==> src/rtl/pwm_dbuf_pkg.sv <==
package pwm_dbuf_pkg;

    // Output phase of the modulator
    typedef enum logic [1:0] {
        PH_OFF  = 2'd0,
        PH_HIGH = 2'd1,
        PH_LOW  = 2'd2
    } pwm_phase_e;

    // Largest prescale shift (divide 16 = 2^4)
    localparam int unsigned PSC_MAX_SHIFT = 4;

    // Prescale select to log2 of the divide ratio
    function automatic logic [2:0] presc_shift(input logic [1:0] sel);
        unique case (sel)
            2'd0:    presc_shift = 3'd0;
            2'd1:    presc_shift = 3'd2;
            default: presc_shift = 3'd4;
        endcase
    endfunction

endpackage

==> src/rtl/pwm_dbuf_prescaler.sv <==
module pwm_dbuf_prescaler
    import pwm_dbuf_pkg::*;
#(
    parameter int unsigned SUB_W = 2
) (
    input  logic             clk_i,
    input  logic             rst_ni,
    input  logic             clr_i,
    input  logic             run_i,
    input  logic [1:0]       sel_i,
    output logic             tick_o,
    output logic [SUB_W-1:0] sub_nxt_o
);
    localparam int unsigned CNT_W = SUB_W + PSC_MAX_SHIFT;

    logic [CNT_W-1:0] cnt_q, cnt_d, lim;
    logic [CNT_W:0]   lim_w;
    logic [2:0]       shamt;

    always_comb begin
        shamt  = presc_shift(sel_i);
        lim_w  = ({{CNT_W{1'b0}}, 1'b1} << (SUB_W + shamt)) - 1'b1;
        lim    = lim_w[CNT_W-1:0];
        tick_o = (cnt_q >= lim);
        if (clr_i)      cnt_d = '0;
        else if (run_i) cnt_d = tick_o ? '0 : cnt_q + 1'b1;
        else            cnt_d = cnt_q;
        sub_nxt_o = SUB_W'(cnt_d >> shamt);
    end

    always_ff @(posedge clk_i or negedge rst_ni) begin
        if (!rst_ni) cnt_q <= '0;
        else         cnt_q <= cnt_d;
    end

    // a disable clears the prescale counter
    assert_pre_cleared_R8: assert property (@(posedge clk_i) disable iff (!rst_ni)
        clr_i |=> (cnt_q == '0));

endmodule

==> src/rtl/pwm_dbuf_timebase.sv <==
module pwm_dbuf_timebase #(
    parameter int unsigned TMR_W = 8
) (
    input  logic             clk_i,
    input  logic             rst_ni,
    input  logic             clr_i,
    input  logic             step_i,
    input  logic [TMR_W-1:0] period_i,
    output logic [TMR_W-1:0] timer_nxt_o,
    output logic             wrap_o
);
    logic [TMR_W-1:0] timer_q;

    always_comb begin
        wrap_o = step_i && (timer_q >= period_i);
        if (clr_i)       timer_nxt_o = '0;
        else if (wrap_o) timer_nxt_o = '0;
        else if (step_i) timer_nxt_o = timer_q + 1'b1;
        else             timer_nxt_o = timer_q;
    end

    always_ff @(posedge clk_i or negedge rst_ni) begin
        if (!rst_ni) timer_q <= '0;
        else         timer_q <= timer_nxt_o;
    end

    // a rollover returns the timer to zero
    assert_wrap_zero_R9: assert property (@(posedge clk_i) disable iff (!rst_ni)
        wrap_o |=> (timer_q == '0));

    // a disable clears the timer
    assert_timer_cleared_R8: assert property (@(posedge clk_i) disable iff (!rst_ni)
        clr_i |=> (timer_q == '0));

endmodule

==> src/rtl/pwm_dbuf_shadow.sv <==
module pwm_dbuf_shadow #(
    parameter int unsigned TMR_W = 8,
    parameter int unsigned SUB_W = 2
) (
    input  logic                   clk_i,
    input  logic                   rst_ni,
    input  logic                   hi_we_i,
    input  logic [TMR_W-1:0]       hi_i,
    input  logic                   lo_we_i,
    input  logic [SUB_W-1:0]       lo_i,
    input  logic                   load_i,
    output logic                   pend_zero_o,
    output logic [TMR_W+SUB_W-1:0] act_o
);
    localparam int unsigned DUTY_W = TMR_W + SUB_W;

    logic [DUTY_W-1:0] pend_q, act_q;

    always_ff @(posedge clk_i or negedge rst_ni) begin
        if (!rst_ni) begin
            pend_q <= '0;
        end else begin
            if (hi_we_i) pend_q[DUTY_W-1:SUB_W] <= hi_i;
            if (lo_we_i) pend_q[SUB_W-1:0]      <= lo_i;
        end
    end

    always_ff @(posedge clk_i or negedge rst_ni) begin
        if (!rst_ni)     act_q <= '0;
        else if (load_i) act_q <= pend_q;
    end

    assign pend_zero_o = (pend_q == '0);
    assign act_o       = act_q;

    // the active duty moves only at a period start
    assert_shadow_hold_R3: assert property (@(posedge clk_i) disable iff (!rst_ni)
        !load_i |=> $stable(act_q));

    // a low-field write leaves the high field alone
    assert_lo_field_only_R2: assert property (@(posedge clk_i) disable iff (!rst_ni)
        (lo_we_i && !hi_we_i) |=> (pend_q[DUTY_W-1:SUB_W] == $past(pend_q[DUTY_W-1:SUB_W])));

    // a high-field write leaves the low field alone
    assert_hi_field_only_R2: assert property (@(posedge clk_i) disable iff (!rst_ni)
        (hi_we_i && !lo_we_i) |=> (pend_q[SUB_W-1:0] == $past(pend_q[SUB_W-1:0])));

endmodule

==> src/rtl/pwm_dbuf_fsm.sv <==
module pwm_dbuf_fsm
    import pwm_dbuf_pkg::*;
(
    input  logic clk_i,
    input  logic rst_ni,
    input  logic en_i,
    input  logic wrap_i,
    input  logic pend_zero_i,
    input  logic match_i,
    output logic load_o,
    output logic run_o,
    output logic pwm_o
);
    pwm_phase_e st_q, st_d;

    // next-state logic
    always_comb begin
        st_d = st_q;
        unique case (st_q)
            PH_OFF: begin
                if (en_i) st_d = pend_zero_i ? PH_LOW : PH_HIGH;      // start
            end
            PH_HIGH: begin
                if (!en_i)       st_d = PH_OFF;                       // disable
                else if (wrap_i) st_d = pend_zero_i ? PH_LOW : PH_HIGH; // wrap
                else if (match_i) st_d = PH_LOW;                      // match
            end
            PH_LOW: begin
                if (!en_i)       st_d = PH_OFF;                       // disable
                else if (wrap_i) st_d = pend_zero_i ? PH_LOW : PH_HIGH; // wrap
            end
            default: st_d = PH_OFF;
        endcase
    end

    // state register
    always_ff @(posedge clk_i or negedge rst_ni) begin
        if (!rst_ni) st_q <= PH_OFF;
        else         st_q <= st_d;
    end

    // outputs
    always_comb begin
        run_o  = en_i && (st_q != PH_OFF);
        load_o = en_i && ((st_q == PH_OFF) || wrap_i);
        pwm_o  = (st_q == PH_HIGH);
    end

    // output low once disable is sampled
    assert_off_low_R8: assert property (@(posedge clk_i) disable iff (!rst_ni)
        !en_i |=> !pwm_o);

    // a zero duty loaded at a period start gives a low output
    assert_zero_low_R6: assert property (@(posedge clk_i) disable iff (!rst_ni)
        (load_o && pend_zero_i) |=> !pwm_o);

    // the output rises only after a start or wrap
    assert_rise_after_load_R9: assert property (@(posedge clk_i) disable iff (!rst_ni)
        $rose(pwm_o) |-> $past(load_o));

endmodule

==> src/rtl/pwm_dbuf.sv <==
module pwm_dbuf #(
    parameter int unsigned TMR_W = 8,
    parameter int unsigned SUB_W = 2
) (
    input  logic             clk_i,
    input  logic             rst_ni,
    input  logic             en_i,
    input  logic [1:0]       presc_i,
    input  logic [TMR_W-1:0] period_i,
    input  logic             duty_hi_we_i,
    input  logic [TMR_W-1:0] duty_hi_i,
    input  logic             duty_lo_we_i,
    input  logic [SUB_W-1:0] duty_lo_i,
    output logic             pwm_o
);
    localparam int unsigned DUTY_W = TMR_W + SUB_W;

    logic              run, load, tick, wrap, pend_zero, match;
    logic [SUB_W-1:0]  sub_nxt;
    logic [TMR_W-1:0]  timer_nxt;
    logic [DUTY_W-1:0] act_duty;

    pwm_dbuf_prescaler #(.SUB_W(SUB_W)) u_presc (
        .clk_i     (clk_i),
        .rst_ni    (rst_ni),
        .clr_i     (!en_i),
        .run_i     (run),
        .sel_i     (presc_i),
        .tick_o    (tick),
        .sub_nxt_o (sub_nxt)
    );

    pwm_dbuf_timebase #(.TMR_W(TMR_W)) u_tbase (
        .clk_i       (clk_i),
        .rst_ni      (rst_ni),
        .clr_i       (!en_i),
        .step_i      (run && tick),
        .period_i    (period_i),
        .timer_nxt_o (timer_nxt),
        .wrap_o      (wrap)
    );

    pwm_dbuf_shadow #(.TMR_W(TMR_W), .SUB_W(SUB_W)) u_shadow (
        .clk_i       (clk_i),
        .rst_ni      (rst_ni),
        .hi_we_i     (duty_hi_we_i),
        .hi_i        (duty_hi_i),
        .lo_we_i     (duty_lo_we_i),
        .lo_i        (duty_lo_i),
        .load_i      (load),
        .pend_zero_o (pend_zero),
        .act_o       (act_duty)
    );

    // compare against the fine position the counters move to next
    assign match = ({timer_nxt, sub_nxt} == act_duty);

    pwm_dbuf_fsm u_fsm (
        .clk_i       (clk_i),
        .rst_ni      (rst_ni),
        .en_i        (en_i),
        .wrap_i      (wrap),
        .pend_zero_i (pend_zero),
        .match_i     (match),
        .load_o      (load),
        .run_o       (run),
        .pwm_o       (pwm_o)
    );

    // output low while reset is held
    always_comb begin
        if (!rst_ni) assert_reset_low_R1: assert (pwm_o == 1'b0);
    end

endmodule

==> config.mk <==
export PLATFORM = sky130hd
export DESIGN_NAME = pwm_dbuf
export DESIGN_NICKNAME = d
export VERILOG_FILES = /design/src/rtl/pwm_dbuf_pkg.sv /design/src/rtl/pwm_dbuf_prescaler.sv /design/src/rtl/pwm_dbuf_timebase.sv /design/src/rtl/pwm_dbuf_shadow.sv /design/src/rtl/pwm_dbuf_fsm.sv /design/src/rtl/pwm_dbuf.sv
export SDC_FILE = /design/constraint.sdc
export NUM_CORES = 1
export LEC_CHECK = 0
export ABC_AREA = 1
export BUFFER_PORTS_ARGS = -buffer_cell sky130_fd_sc_hd__buf_2
export CORE_ASPECT_RATIO = 1.2
export CORE_MARGIN = 2
export CORE_UTILIZATION = 50
export CTS_CLUSTER_SIZE = 40
export DETAILED_ROUTE_END_ITERATION = 10
export PLACE_DENSITY = 0.74
export SLEW_MARGIN = 20
export SYNTH_ARGS = -nofsm -noshare
export SYNTH_HDL_FRONTEND = slang
export SYNTH_SLANG_ARGS = --single-unit
==> constraint.sdc <==
create_clock -name clk_i -period 2.92 [get_ports clk_i]
set_input_delay 0.584 -clock clk_i [delete_from_list [all_inputs] [get_ports clk_i]]
set_output_delay 0.584 -clock clk_i [all_outputs]
set_load 0.05 [all_outputs]
==> reports/metrics.yaml <==
status: "completed"
synthCells: 350
synth_area_leaders: "dfrtp_1, nand2_1, inv_1"
whs_ns: 0.372
crit_family: "simple AND/OR/NAND/NOR gates"
synth_area_sq_um: 2430
hold_class: "in2async"
yosys_warnings: 0
worst_slew_pin_slew_ns: 0.764
clockPowerShare: 0.239
reg2reg_depth: 19
layout.cells.most_common_list: "nand2_1, inv_1, dfrtp_1"
seqCellArea_sq_um: 901
crit_arrival_ns: 2.75
place_congestion: 0.854
grt_max_degree: 37
setup_viol_count_final: 0
grt_pass1_wl_microns: 8170
syn_nets: 390
nNetsFinal: 417
drive_above_1_share: 0.127
crit_required_ns: 3.14
finalPower_uw: 1570
final.setup.tns_ns: 0
utilization: 0.582
cp-start-kind: "input pin"
hpwl_microns: 3660
critical_path.most_common_cell: "nand2_1"
clock_sinks: 36
crit_chain: "buf_2 -> nor2_1 -> ha_1 -> nand2_1 -> nand2_1 -> nand2_1 -> nand2_2 -> nand2_2 -> nand2_1 -> nand2_1 -> nand3_1 -> nand2_1 -> nand2_1 -> inv_1 -> nand2_1 -> nor2_1 -> nand3_1 -> nand2_1 -> nand2_1 -> nand2_1 -> nand3_1 -> nand2_1"
io_pins: 26
critPathBufInv: 2
layout_commonest_cell: "nand2_1"
post_cts_buffers: 0
ant_nets: 0
grt_overflow_total: 0
clk_pin_slew_ns: 0.07
cp_max_fo: 12
relSlewSlack: 0.491
cts_hold_buf: 0
synth-seq-cells: 36
routed_wl_microns: 4690
cpPeakStageDelay_ns: 0.28
cts_buffers: 5
p_int_uw: 990
first_global_vias: 1980
skew_ns: 0.00398
dr.pass1.iters: 5
rrSetupSlack_ns: 0.51
nFillCells: 445
synth_area_per_cell_sq_um: 6.93
die_h_microns: 80.3
combPwrFrac: 0.326
hold_viol: 0
reg2reg_from: "u_presc.cnt_q[5]$_DFF_PN0_"
yosys.area.top_type: "dfrtp_1"
initialDrtViolationCount: 118
num_rows: 27
yosysUniqueCellTypes: 26
clock.fmax_ghz: 0.396
htree_levels: 2
track_usage: 0.197
routedWlPerCell_microns: 10.8
seq_area_frac_synth: 0.371
vdd_drop_max_v: 0.000401
antenna_cells: 0
synth_top_area_frac: 0.371
viasPerCell: 4.87
period_share: 0.865
port_buffers: 25
rsz0062_at_grt: "no"
area_delta_synth_final_pct: 11.0
antenna_found_initial: 0
crit_path_end_kind: "flop"
postCtsResizedCells: 0
switching_share: 0.370
drc_errors: 0
criticalPathCategory: "in2reg"
clk_latency_ns: 0.28
slew_violations: 0
p_leak_uw: 0.00159
num_vias: 2118
dieArea_sq_um: 5430
powerDensity_nw_per_um2: 583
die_w_microns: 67.6
maxCapViolations: 0
reg2reg_to: "u_fsm.st_q[1]$_DFFE_PN0P_"
cts_tree: "done"
start_util: 0.524
pwr-share-seq: 0.435
slowest_stage: "ha_1"
root_buffer: "clkbuf_8"
coreArea_sq_um: 4630
layout_min_cycle_time_ns: 2.53
switchingPower_uw: 581
multi_input_area_sq_um: 1220
clk_path_buf_depth: 2
-- per-layer routing --
| metal | vias up | track usage | part of all wire |
|---|---|---|---|
| li1 | 1141 | - | - |
| met1 | 910 | 0.231 | 0.43 |
| met2 | 53 | 0.339 | 0.50 |
| met3 | 14 | 0.0392 | 0.033 |
| met4 | 0 | 0.0878 | 0.036 |
| met5 | - | 0 | 0 |
-- area by class of cell --
| cell class | instances | share of cell area |
|---|---|---|
| inverter | 69 | 0.0962 |
| multi-input combinational | 238 | 0.454 |
| sequential | 36 | 0.335 |
| clock buffer | 7 | 0.0358 |
| tap | 58 | 0.0270 |
| timing repair buffer | 27 | 0.0520 |
-- state kept, by name, indices dropped and copies added (netlist names) --
name	count
u_shadow.pend_q	10
u_presc.cnt_q	6
u_shadow.act_o	10
u_tbase.timer_q	8
u_fsm.st_q	2
-- Yosys cell counts --
library cell and count:
a21o_1 1, buf_1 1, nor2_2 1, nand3_1 27
or2_2 2, buf_6 2, nor2_1 26, nand2_1 104
xor2_1 5, dfrtp_1 36, buf_2 1, a21oi_1 3
nand2_2 3, clkbuf_1 3, o21ai_1 3, nor4_1 1
inv_2 4, nand3b_1 1, inv_1 65, ha_1 15
nand2_4 1, a21oi_4 1, nor3_1 1, nor2_4 2
nand4_1 16, o21ai_0 25
-- kinds of logic after synthesis --
kind of cell	share of synthesized area
simple gates	0.335
fa+ha+maj	0.0774
compound gates	0.0737
xor+xnor	0.0180
buf+inv	0.124
flops	0.371
-- power by group through the flow --
| stage | registers, uW | clock network [uW] | logic [uW] |
|---|---|---|---|
| after floorplan | 670 | 0 | 398 |
| after global placement | 687 | 0 | 505 |
| after detailed placement | 692 | 0 | 514 |
| after CTS | 684 | 387 | 519 |
| after global routing | 700 | 410 | 592 |
| final | 683 | 375 | 512 |
-- per-stage QoR --
step                      std cells  cell area, sq um  setup slack [ns]
after floorplan                 350              2430             0.497
after global placement          428              2600            0.0976
after detailed placement        428              2600            0.0656
after CTS                       435              2690             0.374
after global routing            435              2690            0.0596
final                           435              2690             0.393
-- worst max-delay path by stage --
stage / from / endpoint / slack [ns] / depth (start not counted)
after floorplan: presc_i[1] / u_fsm.st_q[0]$_DFFE_PN0P_ / 0.50 / 22
after global placement: presc_i[1] / u_fsm.st_q[1]$_DFFE_PN0P_ / 0.1 / 19
after detailed placement: presc_i[1] / u_fsm.st_q[1]$_DFFE_PN0P_ / 0.07 / 22
after CTS: presc_i[1] / u_fsm.st_q[1]$_DFFE_PN0P_ / 0.37 / 22
after global routing: presc_i[1] / u_fsm.st_q[0]$_DFFE_PN0P_ / 0.06 / 22
final: presc_i[1] / u_fsm.st_q[1]$_DFFE_PN0P_ / 0.39 / 22
Note: power is estimated with default switching activity, not from simulation.
